==> config.mk <==
export PLATFORM = sky130hd
export DESIGN_NAME = pfx_agen
export DESIGN_NICKNAME = d
export VERILOG_FILES = /design/src/rtl/agen_pkg.sv /design/src/rtl/agen_calc.sv /design/src/rtl/agen_pfx_state.sv /design/src/rtl/agen_out_stage.sv /design/src/rtl/pfx_agen.sv
export SDC_FILE = /design/constraint.sdc
export NUM_CORES = 1
export LEC_CHECK = 0
export ABC_AREA = 1
export BUFFER_PORTS_ARGS = -buffer_cell sky130_fd_sc_hd__buf_2
export CAP_MARGIN = 20
export CORE_ASPECT_RATIO = 1.4
export CORE_MARGIN = 1
export CORE_UTILIZATION = 30
export CTS_BUF_LIST = sky130_fd_sc_hd__clkbuf_8
export DETAILED_ROUTE_END_ITERATION = 10
export PLACE_DENSITY_LB_ADDON = 0.25
export SETUP_SLACK_MARGIN = 0.5
export SYNTH_ARGS = -nofsm -noshare
export SYNTH_HDL_FRONTEND = slang
export SYNTH_SLANG_ARGS = --single-unit
export TNS_END_PERCENT = 10
==> constraint.sdc <==
create_clock -name clk -period 4.9 [get_ports clk]
set_input_delay 0.735 -clock clk [delete_from_list [all_inputs] [get_ports clk]]
set_output_delay 0.735 -clock clk [all_outputs]
set_load 0.01 [all_outputs]
==> src/rtl/agen_pkg.sv <==
package agen_pkg;

  typedef enum logic [2:0] {
    AG_PLAIN        = 3'd0,
    AG_MEM          = 3'd1,
    AG_CCR_ST       = 3'd2,
    AG_PFX_QUICK    = 3'd3,
    AG_PFX_INDEX    = 3'd4,
    AG_PFX_DIRECT   = 3'd5,
    AG_PFX_INDIRECT = 3'd6
  } ag_op_e;

  function automatic logic [2:0] size_bytes(input logic [1:0] code);
    case (code)
      2'd0:    size_bytes = 3'd1;
      2'd1:    size_bytes = 3'd2;
      2'd2:    size_bytes = 3'd4;
      default: size_bytes = 3'd0;
    endcase
  endfunction

endpackage

==> src/rtl/agen_calc.sv <==
module agen_calc
  import agen_pkg::*;
#(
  parameter int AW     = 32,
  parameter int RIDX_W = 4,
  parameter int OFFW   = 8,
  parameter int LENW   = 4,
  parameter int PFX_BIT = 8
) (
  input  logic [2:0]        op,
  input  logic [RIDX_W-1:0] src_idx,
  input  logic [RIDX_W-1:0] dst_idx,
  input  logic [1:0]        size,
  input  logic              autoinc,
  input  logic [OFFW-1:0]   off,
  input  logic [AW-1:0]     src_val,
  input  logic [AW-1:0]     dst_val,
  input  logic [AW-1:0]     pc,
  input  logic [AW-1:0]     ccr,
  input  logic              pfx_flag,
  input  logic [AW-1:0]     pfx_val,
  output logic              addr_en,
  output logic [AW-1:0]     addr,
  output logic              wb_en,
  output logic [AW-1:0]     wb_val,
  output logic              imm,
  output logic [LENW-1:0]   len,
  output logic              illegal,
  output logic              set_now,
  output logic [AW-1:0]     set_val,
  output logic              wait_fill,
  output logic [AW-1:0]     store_data
);

  localparam logic [RIDX_W-1:0] PC_IDX = {RIDX_W{1'b1}};
  localparam logic [AW-1:0]     TWO    = AW'(2);
  localparam logic [AW-1:0]     FOUR   = AW'(4);
  localparam logic [AW-1:0]     PMASK  = ~(AW'(1) << PFX_BIT);
  localparam int                NSCALE = 3;

  logic [2:0]    bytes;
  logic [2:0]    even_bytes;
  logic [AW-1:0] bytes_ext;
  logic [AW-1:0] pc2;
  logic [AW-1:0] off_ext;
  logic [AW-1:0] scaled_opt [NSCALE];
  logic [AW-1:0] scaled;
  logic [AW-1:0] quick_base;

  // One pre-shifted copy of the index per legal scale
  for (genvar k = 0; k < NSCALE; k++) begin : g_scale
    assign scaled_opt[k] = dst_val << k;
  end

  always_comb begin
    case (size)
      2'd0:    scaled = scaled_opt[0];
      2'd1:    scaled = scaled_opt[1];
      default: scaled = scaled_opt[2];
    endcase
  end

  assign bytes      = size_bytes(size);
  assign even_bytes = (bytes + 3'd1) & 3'b110;
  assign bytes_ext  = AW'(bytes);
  assign pc2        = pc + TWO;
  assign off_ext    = {{(AW-OFFW){off[OFFW-1]}}, off};
  assign quick_base = (dst_idx == PC_IDX) ? pc2 : dst_val;
  assign store_data = ccr & PMASK;

  always_comb begin
    addr_en   = 1'b0;
    addr      = '0;
    wb_en     = 1'b0;
    wb_val    = '0;
    imm       = 1'b0;
    len       = LENW'(2);
    illegal   = 1'b0;
    set_now   = 1'b0;
    set_val   = '0;
    wait_fill = 1'b0;
    case (ag_op_e'(op))
      AG_MEM, AG_CCR_ST: begin
        if (pfx_flag) begin
          addr_en = 1'b1;
          addr    = pfx_val;
          wb_en   = autoinc;
          wb_val  = pfx_val;
        end else if (src_idx == PC_IDX) begin
          imm  = 1'b1;
          addr = pc2;
          len  = LENW'(2) + LENW'(even_bytes);
        end else begin
          addr_en = 1'b1;
          addr    = src_val;
          wb_en   = autoinc;
          wb_val  = src_val + bytes_ext;
        end
      end
      AG_PFX_QUICK: begin
        set_now = 1'b1;
        set_val = quick_base + off_ext;
        addr    = set_val;
      end
      AG_PFX_INDEX: begin
        if (size == 2'd3) begin
          illegal = 1'b1;
        end else begin
          set_now = 1'b1;
          set_val = src_val + scaled;
          addr    = set_val;
        end
      end
      AG_PFX_DIRECT: begin
        addr_en   = 1'b1;
        addr      = pc2;
        imm       = 1'b1;
        len       = LENW'(6);
        wait_fill = 1'b1;
      end
      AG_PFX_INDIRECT: begin
        addr_en   = 1'b1;
        addr      = src_val;
        wb_en     = autoinc;
        wb_val    = src_val + FOUR;
        wait_fill = 1'b1;
      end
      default: ;
    endcase
  end

endmodule

==> src/rtl/agen_pfx_state.sv <==
module agen_pfx_state #(
  parameter int AW = 32
) (
  input  logic          clk,
  input  logic          rst_n,
  input  logic          accept,
  input  logic          set_now,
  input  logic [AW-1:0] set_val,
  input  logic          wait_fill,
  input  logic          fill_valid,
  input  logic [AW-1:0] fill_data,
  output logic          fill_ready,
  output logic          busy,
  output logic          flag,
  output logic [AW-1:0] pfx_val
);

  typedef enum logic {PS_IDLE, PS_WAIT} ps_e;
  ps_e state;

  assign fill_ready = (state == PS_WAIT);
  assign busy       = (state == PS_WAIT);

  always_ff @(posedge clk) begin
    if (!rst_n) begin
      state   <= PS_IDLE;
      flag    <= 1'b0;
      pfx_val <= '0;
    end else if (state == PS_WAIT) begin
      if (fill_valid) begin
        pfx_val <= fill_data;
        flag    <= 1'b1;
        state   <= PS_IDLE;
      end
    end else if (accept) begin
      flag <= set_now;
      if (set_now) pfx_val <= set_val;
      if (wait_fill) state <= PS_WAIT;
    end
  end

  assert_fill_load_R8: assert property (@(posedge clk) disable iff (!rst_n)
    fill_valid && fill_ready |=> flag && pfx_val == $past(fill_data));

  assert_no_accept_wait_R12: assert property (@(posedge clk) disable iff (!rst_n)
    busy && !fill_valid |=> busy);

endmodule

==> src/rtl/agen_out_stage.sv <==
module agen_out_stage #(
  parameter int W = 8
) (
  input  logic         clk,
  input  logic         rst_n,
  input  logic         load,
  input  logic [W-1:0] din,
  output logic         out_valid,
  input  logic         out_ready,
  output logic [W-1:0] dout
);

  always_ff @(posedge clk) begin
    if (!rst_n) begin
      out_valid <= 1'b0;
      dout      <= '0;
    end else if (load) begin
      out_valid <= 1'b1;
      dout      <= din;
    end else if (out_ready) begin
      out_valid <= 1'b0;
    end
  end

  assert_hold_R12: assert property (@(posedge clk) disable iff (!rst_n)
    out_valid && !out_ready |=> out_valid && $stable(dout));

endmodule

==> src/rtl/pfx_agen.sv <==
module pfx_agen
  import agen_pkg::*;
#(
  parameter int AW      = 32,
  parameter int NREG    = 16,
  parameter int OFFW    = 8,
  parameter int PFX_BIT = 8
) (
  input  logic                     clk,
  input  logic                     rst_n,
  input  logic                     in_valid,
  output logic                     in_ready,
  input  logic [2:0]               in_op,
  input  logic [$clog2(NREG)-1:0]  in_src,
  input  logic [$clog2(NREG)-1:0]  in_dst,
  input  logic [1:0]               in_size,
  input  logic                     in_autoinc,
  input  logic [OFFW-1:0]          in_off,
  input  logic [AW-1:0]            in_src_val,
  input  logic [AW-1:0]            in_dst_val,
  input  logic [AW-1:0]            in_pc,
  input  logic [AW-1:0]            in_ccr,
  input  logic                     fill_valid,
  output logic                     fill_ready,
  input  logic [AW-1:0]            fill_data,
  output logic                     out_valid,
  input  logic                     out_ready,
  output logic                     out_addr_en,
  output logic [AW-1:0]            out_addr,
  output logic                     out_wb_en,
  output logic [$clog2(NREG)-1:0]  out_wb_reg,
  output logic [AW-1:0]            out_wb_val,
  output logic                     out_imm,
  output logic [3:0]               out_len,
  output logic                     out_illegal,
  output logic [AW-1:0]            out_store_data,
  output logic                     pfx_active
);

  localparam int RIDX_W = $clog2(NREG);
  localparam int LENW   = 4;
  localparam int PW     = 1 + AW + 1 + RIDX_W + AW + 1 + LENW + 1 + AW;

  logic            c_addr_en, c_wb_en, c_imm, c_illegal, c_set, c_wait;
  logic [AW-1:0]   c_addr, c_wb_val, c_set_val, c_store;
  logic [LENW-1:0] c_len;
  logic            busy, accept;
  logic [AW-1:0]   pfx_val;
  logic [PW-1:0]   pack_in, pack_out;

  assign in_ready = !busy && (!out_valid || out_ready);
  assign accept   = in_valid && in_ready;

  agen_calc #(
    .AW(AW), .RIDX_W(RIDX_W), .OFFW(OFFW), .LENW(LENW), .PFX_BIT(PFX_BIT)
  ) u_calc (
    .op(in_op), .src_idx(in_src), .dst_idx(in_dst), .size(in_size),
    .autoinc(in_autoinc), .off(in_off), .src_val(in_src_val),
    .dst_val(in_dst_val), .pc(in_pc), .ccr(in_ccr),
    .pfx_flag(pfx_active), .pfx_val(pfx_val),
    .addr_en(c_addr_en), .addr(c_addr), .wb_en(c_wb_en), .wb_val(c_wb_val),
    .imm(c_imm), .len(c_len), .illegal(c_illegal), .set_now(c_set),
    .set_val(c_set_val), .wait_fill(c_wait), .store_data(c_store)
  );

  agen_pfx_state #(.AW(AW)) u_state (
    .clk(clk), .rst_n(rst_n), .accept(accept), .set_now(c_set),
    .set_val(c_set_val), .wait_fill(c_wait), .fill_valid(fill_valid),
    .fill_data(fill_data), .fill_ready(fill_ready), .busy(busy),
    .flag(pfx_active), .pfx_val(pfx_val)
  );

  assign pack_in = {c_addr_en, c_addr, c_wb_en, in_src, c_wb_val,
                    c_imm, c_len, c_illegal, c_store};

  agen_out_stage #(.W(PW)) u_out (
    .clk(clk), .rst_n(rst_n), .load(accept), .din(pack_in),
    .out_valid(out_valid), .out_ready(out_ready), .dout(pack_out)
  );

  assign {out_addr_en, out_addr, out_wb_en, out_wb_reg, out_wb_val,
          out_imm, out_len, out_illegal, out_store_data} = pack_out;

  assert_flag_quick_R9: assert property (@(posedge clk) disable iff (!rst_n)
    accept && in_op == 3'(AG_PFX_QUICK) |=> pfx_active);

  assert_flag_clear_R9: assert property (@(posedge clk) disable iff (!rst_n)
    accept && in_op == 3'(AG_PLAIN) |=> !pfx_active);

  assert_wb_pfx_R3: assert property (@(posedge clk) disable iff (!rst_n)
    accept && in_op == 3'(AG_MEM) && in_autoinc && pfx_active
    |=> out_wb_en && out_wb_val == $past(pfx_val) && !out_imm);

  assert_ccr_mask_R10: assert property (@(posedge clk) disable iff (!rst_n)
    out_valid |-> !out_store_data[PFX_BIT]);

  assert_busy_block_R12: assert property (@(posedge clk) disable iff (!rst_n)
    fill_ready |-> !in_ready);

endmodule

---- Word-level counts from Yosys, hierarchy flattened ----
Index checks and enable logic that the tools add are counted.
storage, ports and cells
  register bits after elaboration ......... 142
cells by class
  eq/ne operators ......................... 12
  reductions and logical operators ........ 13
  multiplexer cells ....................... 41
  $add $sub $neg .......................... 7
operators by type and width
  kind                                                              count
  32-bit two-way mux                                                10
  32-bit case mux with 2 select lines                               3
  32-bit case mux with 5 select lines                               1
  32-bit adder                                                      2
  32-bit by 2-bit adder with 32-bit output (second input constant)  1
  32-bit by 3-bit adder with 32-bit output                          1
  32-bit by 3-bit adder with 32-bit output (second input constant)  1
  1-bit two-way mux                                                 19
  3-bit == test (second input constant)                             3
  3-bit case mux with 3 select lines                                1
  4-bit == test (second input constant)                             2
  4-bit two-way mux                                                 2
  1-bit case mux with 2 select lines                                4
  4-bit case mux with 2 select lines                                1
  3-bit by 2-bit == test with 1-bit output (second input constant)  2
  2-bit nonzero test                                                3
  2-bit by 3-bit adder with 4-bit output (first input constant)     1
  2-bit == test (second input constant)                             2
  2-bit OR reduction                                                2
  3-bit by 1-bit adder with 3-bit output (second input constant)    1
  3-bit by 1-bit == test with 1-bit output (second input constant)  1
  3-bit AND reduction                                               1
  2-bit by 1-bit == test with 1-bit output (second input constant)  1
  1-bit logical AND                                                 2
  5 further kinds                                                   6

---- Longest topological paths before layout ----
  depth in word-level cells ............... 8
  mapped depth ............................ 24
  depth with buffers taken out ............ 24

---- By module ----
A second synthesis with hierarchy kept.
second synthesis, totals
  cell total of the unflattened synthesis .. 2,689
  area total of the unflattened synthesis .. 15,220.8 um^2
by module, submodules not included
  module          cells each  area an instance (um^2)  instances
  agen_calc       1,882       9,462.8                  1
  agen_out_stage  473         3,777.4                  1
  agen_pfx_state  327         1,946.9                  1
  pfx_agen        7           33.8                     1

---- Worst setup path before layout ----
No wires, ideal clock.
  kind .................................... input-to-reg
  start ................................... input port in_dst[2]
  end ..................................... register u_out.dout[102]
  path buffers ............................ 2
  stages .................................. 16
  library setup time ...................... 132 ps
  arrival ................................. 3,164 ps
  slack ................................... 1,604 ps
  cells stage by stage .................... nand4_1 > inv_1 > clkbuf_1 > buf_1 > nand3_1 > o21ai_0 > ha_1 > a21o_1 > a21oi_1 > nor2_1 > nor3_1 > nand3_1 > nand3_1 > nand3_1 > nand2_1 > a21oi_1
on the way
  longest elaborated chain between the ends .. 4
ends and longest elaborated chain
  what                                 line                  text
  from (decl)                          pfx_agen.sv:15        input logic [$clog2(NREG)-1:0] in_dst,
  4-bit == test                        agen_calc.sv:68       assign quick_base = (dst_idx == PC_IDX) ? pc2 : dst_val;
  32-bit two-way mux                   agen_calc.sv:68
  32-bit adder                         agen_calc.sv:102      set_val = quick_base + off_ext;
  32-bit case mux with 5 select lines  agen_calc.sv:82       case (ag_op_e'(op))
  to (signal assigned)                 agen_out_stage.sv:19  dout <= din;
  to (decl)                            agen_out_stage.sv:10  output logic [W-1:0] dout
No other way between the ends.
A chain may end at the register's enable or synchronous reset.

---- Worst setup path in the final report ----
  start ................................... input port in_pc[1]
  end ..................................... register u_out.dout[94]
on the way
  longest elaborated chain between the ends .. 4
ends and longest elaborated chain
  what                                                line                               text
  from (decl)                                         pfx_agen.sv:21                     input logic [AW-1:0] in_pc,
  32-bit by 2-bit adder with 32-bit output *          agen_calc.sv:66                    assign pc2 = pc + TWO;
  32-bit two-way mux, on equally long branches        agen_calc.sv:68, agen_calc.sv:89
  32-bit adder or 32-bit two-way mux (tied branches)  agen_calc.sv:102, agen_calc.sv:84
  32-bit case mux with 5 select lines *               agen_calc.sv:82
Every way passes the cells marked *; elsewhere a longest branch is shown, timed or not.

==> key figures <==
Run status
  • Outcome: complete, no violations

Critical path
  • Setup crit end kind: flop
  • Critical path class: primary input to flop
  • Crit-path cells: buf_2 -> ha_1 -> nand2_2 -> nor2_4 -> inv_1 -> nor2_2 -> xor2_1 -> nand2_1 -> o21ai_0 -> ha_1 -> nand2_1 -> inv_1 -> nand2_1 -> nor3_1 -> o21ai_0 -> nand3_1 -> nand2_1 -> nand2_1 -> o21ai_0 -> buf_4 -> o21ai_0 -> a21oi_1
  • Most frequent CP cell: nand2_1
  • Startpoint Class: primary input
  • Crit path arrival time: 4.40 ns
  • RR Endpoint: u_state.pfx_val[6]
  • Crit-path leading delay family: simple AND/OR/NAND/NOR gates
  • Maximum fanout along the worst path: 5
  • Max stage delay on crit path: 0.53 ns
  • R2R setup slack: 2.14 ns
  • Worst r2r src: u_out.out_valid
  • CP bufs+invs: 4
  • CP required: 5.24 ns
  • Worst path slowest cell: nor3_1
  • R2r worst-path depth: 9

Logic synthesis
  • Ys flop type: dfxtp_1
  • Cell Area, Synth: 14,600 sq um
  • Number of synthesized flops with an enable pin: 0
  • Synth Register Bits: 141
  • Synth cell count leaders: nand2_1 (716), a21oi_1 (295), inv_1 (256), o21ai_0 (233), nor2_1 (227)
  • Post-synth top area share: 19.3%
  • Most frequent cell after synthesis: nand2_1
  • Syn Inst Count: 2,566
  • Top post-synthesis cells by area: dfxtp_1 (19%), nand2_1 (18%), a21oi_1 (10%), o21ai_0 (8.0%), nand3_1 (6.6%)
  • YS warnings: 0
  • Cell variety after synth: 52
  • Leading area contributor after synthesis: dfxtp_1
  • Post-synth ARST share: 0%
  • Syn avg cell area: 5.69 sq um
  • Seq/Total Area, Yosys: 19.3%

GRT
  • Initial antenna violation count: 3
  • First-pass GRT wire length: 113 mm
  • Pin count of the biggest net entering global routing: 72
  • Remaining Overflow, GRT: 0
  • GRT Resource Usage Total: 30.6%
  • Vias in the first global route: 18,226

Drt
  • Final ANT Viol Nets: 0
  • Drt initial violations: 1,553
  • Via density: 5.40
  • Routed vias: 18,723
  • Final wirelength: 77.0 mm
  • WL/cell: 22.2 um
  • DRC: 0
  • DRT Pass-1 Iters: 6

Timing
  • Unrepaired setup endpoints after global routing: no
  • Max Fclk: 0.246 GHz
  • Setup Viol. Count Final: 0
  • Final Hold Violating Endpoints: 0
  • Final Cycle Share: 82.8%
  • Tmin final: 4.06 ns
  • Setup TNS: 0 ns
  • Clock skew: 0.0165 ns
  • Slew Viols, Final: 0
  • Slew margin rel.: 31.3%
  • Worst-margin pin slew: 1.03 ns

Placed design
  • IO Port Bufs: 295
  • DPL Wire Length: 63.7 mm
  • Placed insts: 3,430
  • GPL Wtd Cong: 1.03
  • Post-DP Area: 16,800 sq um

Power
  • Max IR drop VDD: 0.000149 V
  • Tot Pwr: 3880 uW
  • Static leakage power: 0.00836 uW
  • Pwr per Cell Area: 225 nW/um^2

Floorplan
  • Die Wd: 188 um
  • Die height: 263 um
  • Rows: 95
  • Die ar.: 49,600 sq um
  • Initial Util: 30.4%
  • Core box area: 48,000 sq um
  • Boundary Pins: 299

Cells and area
  • Area grow syn2layout: 18.0%
  • Final core utilization: 35.9%
  • Layout Cells excl Fill: 3,465
  • Layout cell share with drive strength beyond 1: 16.1%
  • Final #Nets: 3,079
  • Final std cell area, no fill: 17,200 sq um

CTS
  • TritonCTS Buffers: 17
  • Clock slew at reported path FFs: 0.09 ns
  • Htree depth: 4
  • CTS tree: yes
  • CTS root buf: clkbuf_8
  • Max Buffers Root-to-Sink: 2
  • Post-CTS setup buffers: 0
  • Post-CTS resize count: 0
  • Clk sink count: 141
  • Worst-Skew Late Latency: 0.50 ns
  • Hold-fix buffers, CTS: 0

Flow run
  • Total of max-cap violations: 0

Min path
  • Hold Path Origin: u_out.dout[36]
  • Worst hold endpoint: u_out.dout[36]
  • Worst Hold Depth: 2
  • Min-Delay Path Class: flop to flop
-- routing by layer --
layer	part of all wire, %	vias to the layer above	global-route usage (%)	wire (um)
met3	5.3	146	2.35	4070
met2	49	771	53.6	37900
met4	6.6	0	19.5	5090
met1	39	8723	35.7	29900
li1	-	9083	-	-
met5	0	-	0	0
-- cells in the final DEF, fill, tap and decap left out, types with 8 or more instances in the layout --
cell      instances
nor2_1          226
o31ai_1           8
clkbuf_8         18
nand3_1         193
buf_2           295
inv_2            15
dfxtp_1         141
a31oi_1          28
a21oi_1         295
o22ai_1          36
o21ai_0         233
nand2_2          14
xor2_1           25
nor2_2            8
nor2_4           10
ha_1             70
nand4_1          38
nand3b_1         13
buf_4            42
or2_2            11
nor3_1           31
nor3_2           11
o211ai_1         11
o21ai_1           8
nand2_1         715
inv_1           255
-- flip-flops by register name, indices dropped and copies added, names as in the netlist --
name / flops
u_out.dout: 106
u_state.pfx_val: 32
u_out.out_valid: 1
u_state.busy: 1
u_state.flag: 1
-- cell type report --
class,instances,area (sq um)
Multi-Input combinational cell,2047,10300
Inverter,273,1030
Tap cell,630,788
Clock inverter,14,160
Clock buffer,18,248
Timing Repair Buffer,339,1830
Antenna cell,3,7.51
Sequential cell,141,2820
Fill cell,5479,30800
-- worst max path at each step --
stage                         start              end  slack, ns  cells after the start
after global placement    in_pc[11]   u_out.dout[94]       0.35                     22
after floorplan           in_dst[2]  u_out.dout[102]       1.60                     16
after CTS                  in_pc[1]   u_out.dout[94]       0.88                     22
after global routing       in_pc[1]   u_out.dout[94]       0.58                     22
after detailed placement   in_pc[1]   u_out.dout[94]       0.36                     22
final                      in_pc[1]   u_out.dout[94]       0.84                     22
-- worst reg2reg max path, delay by kind of cell, from the launching register on --
kind | cells | cell delay (ns)
buf+inv | 2 | 0.42
flops | 1 | 0.32
simple gates | 4 | 0.82
compound gates | 3 | 1.08
-- per-stage QoR --
| stage | hold WS [ns] | worst slack [ns] |
|---|---|---|
| floorplan | 0.480 | 1.60 |
| global route | 0.466 | 0.583 |
| CTS | 0.460 | 0.875 |
| global placement | 0.448 | 0.351 |
| finish | 0.460 | 0.841 |
| detailed placement | 0.449 | 0.363 |
-- cells by family (layout without fill, tap and decap cells) --
group	after synthesis	count (layout)	synth area share, %
fa+ha+maj	73	73	6.41
xor+xnor	30	30	1.80
buf+inv	379	644	10.0
simple gates	1289	1289	38.5
compound gates	653	653	23.9
flops	141	141	19.3
other cells	1	5	0.0257
-- power breakdown --
group / internal, uW / leakage (uW) / total [uW] / switching (uW)
logic: 502 / 0.00699 / 1600 / 1100
clock network: 476 / 0.000210 / 1010 / 534
registers: 1230 / 0.00116 / 1270 / 42.3
No activity file was read; power rests on OpenSTA's default activity.
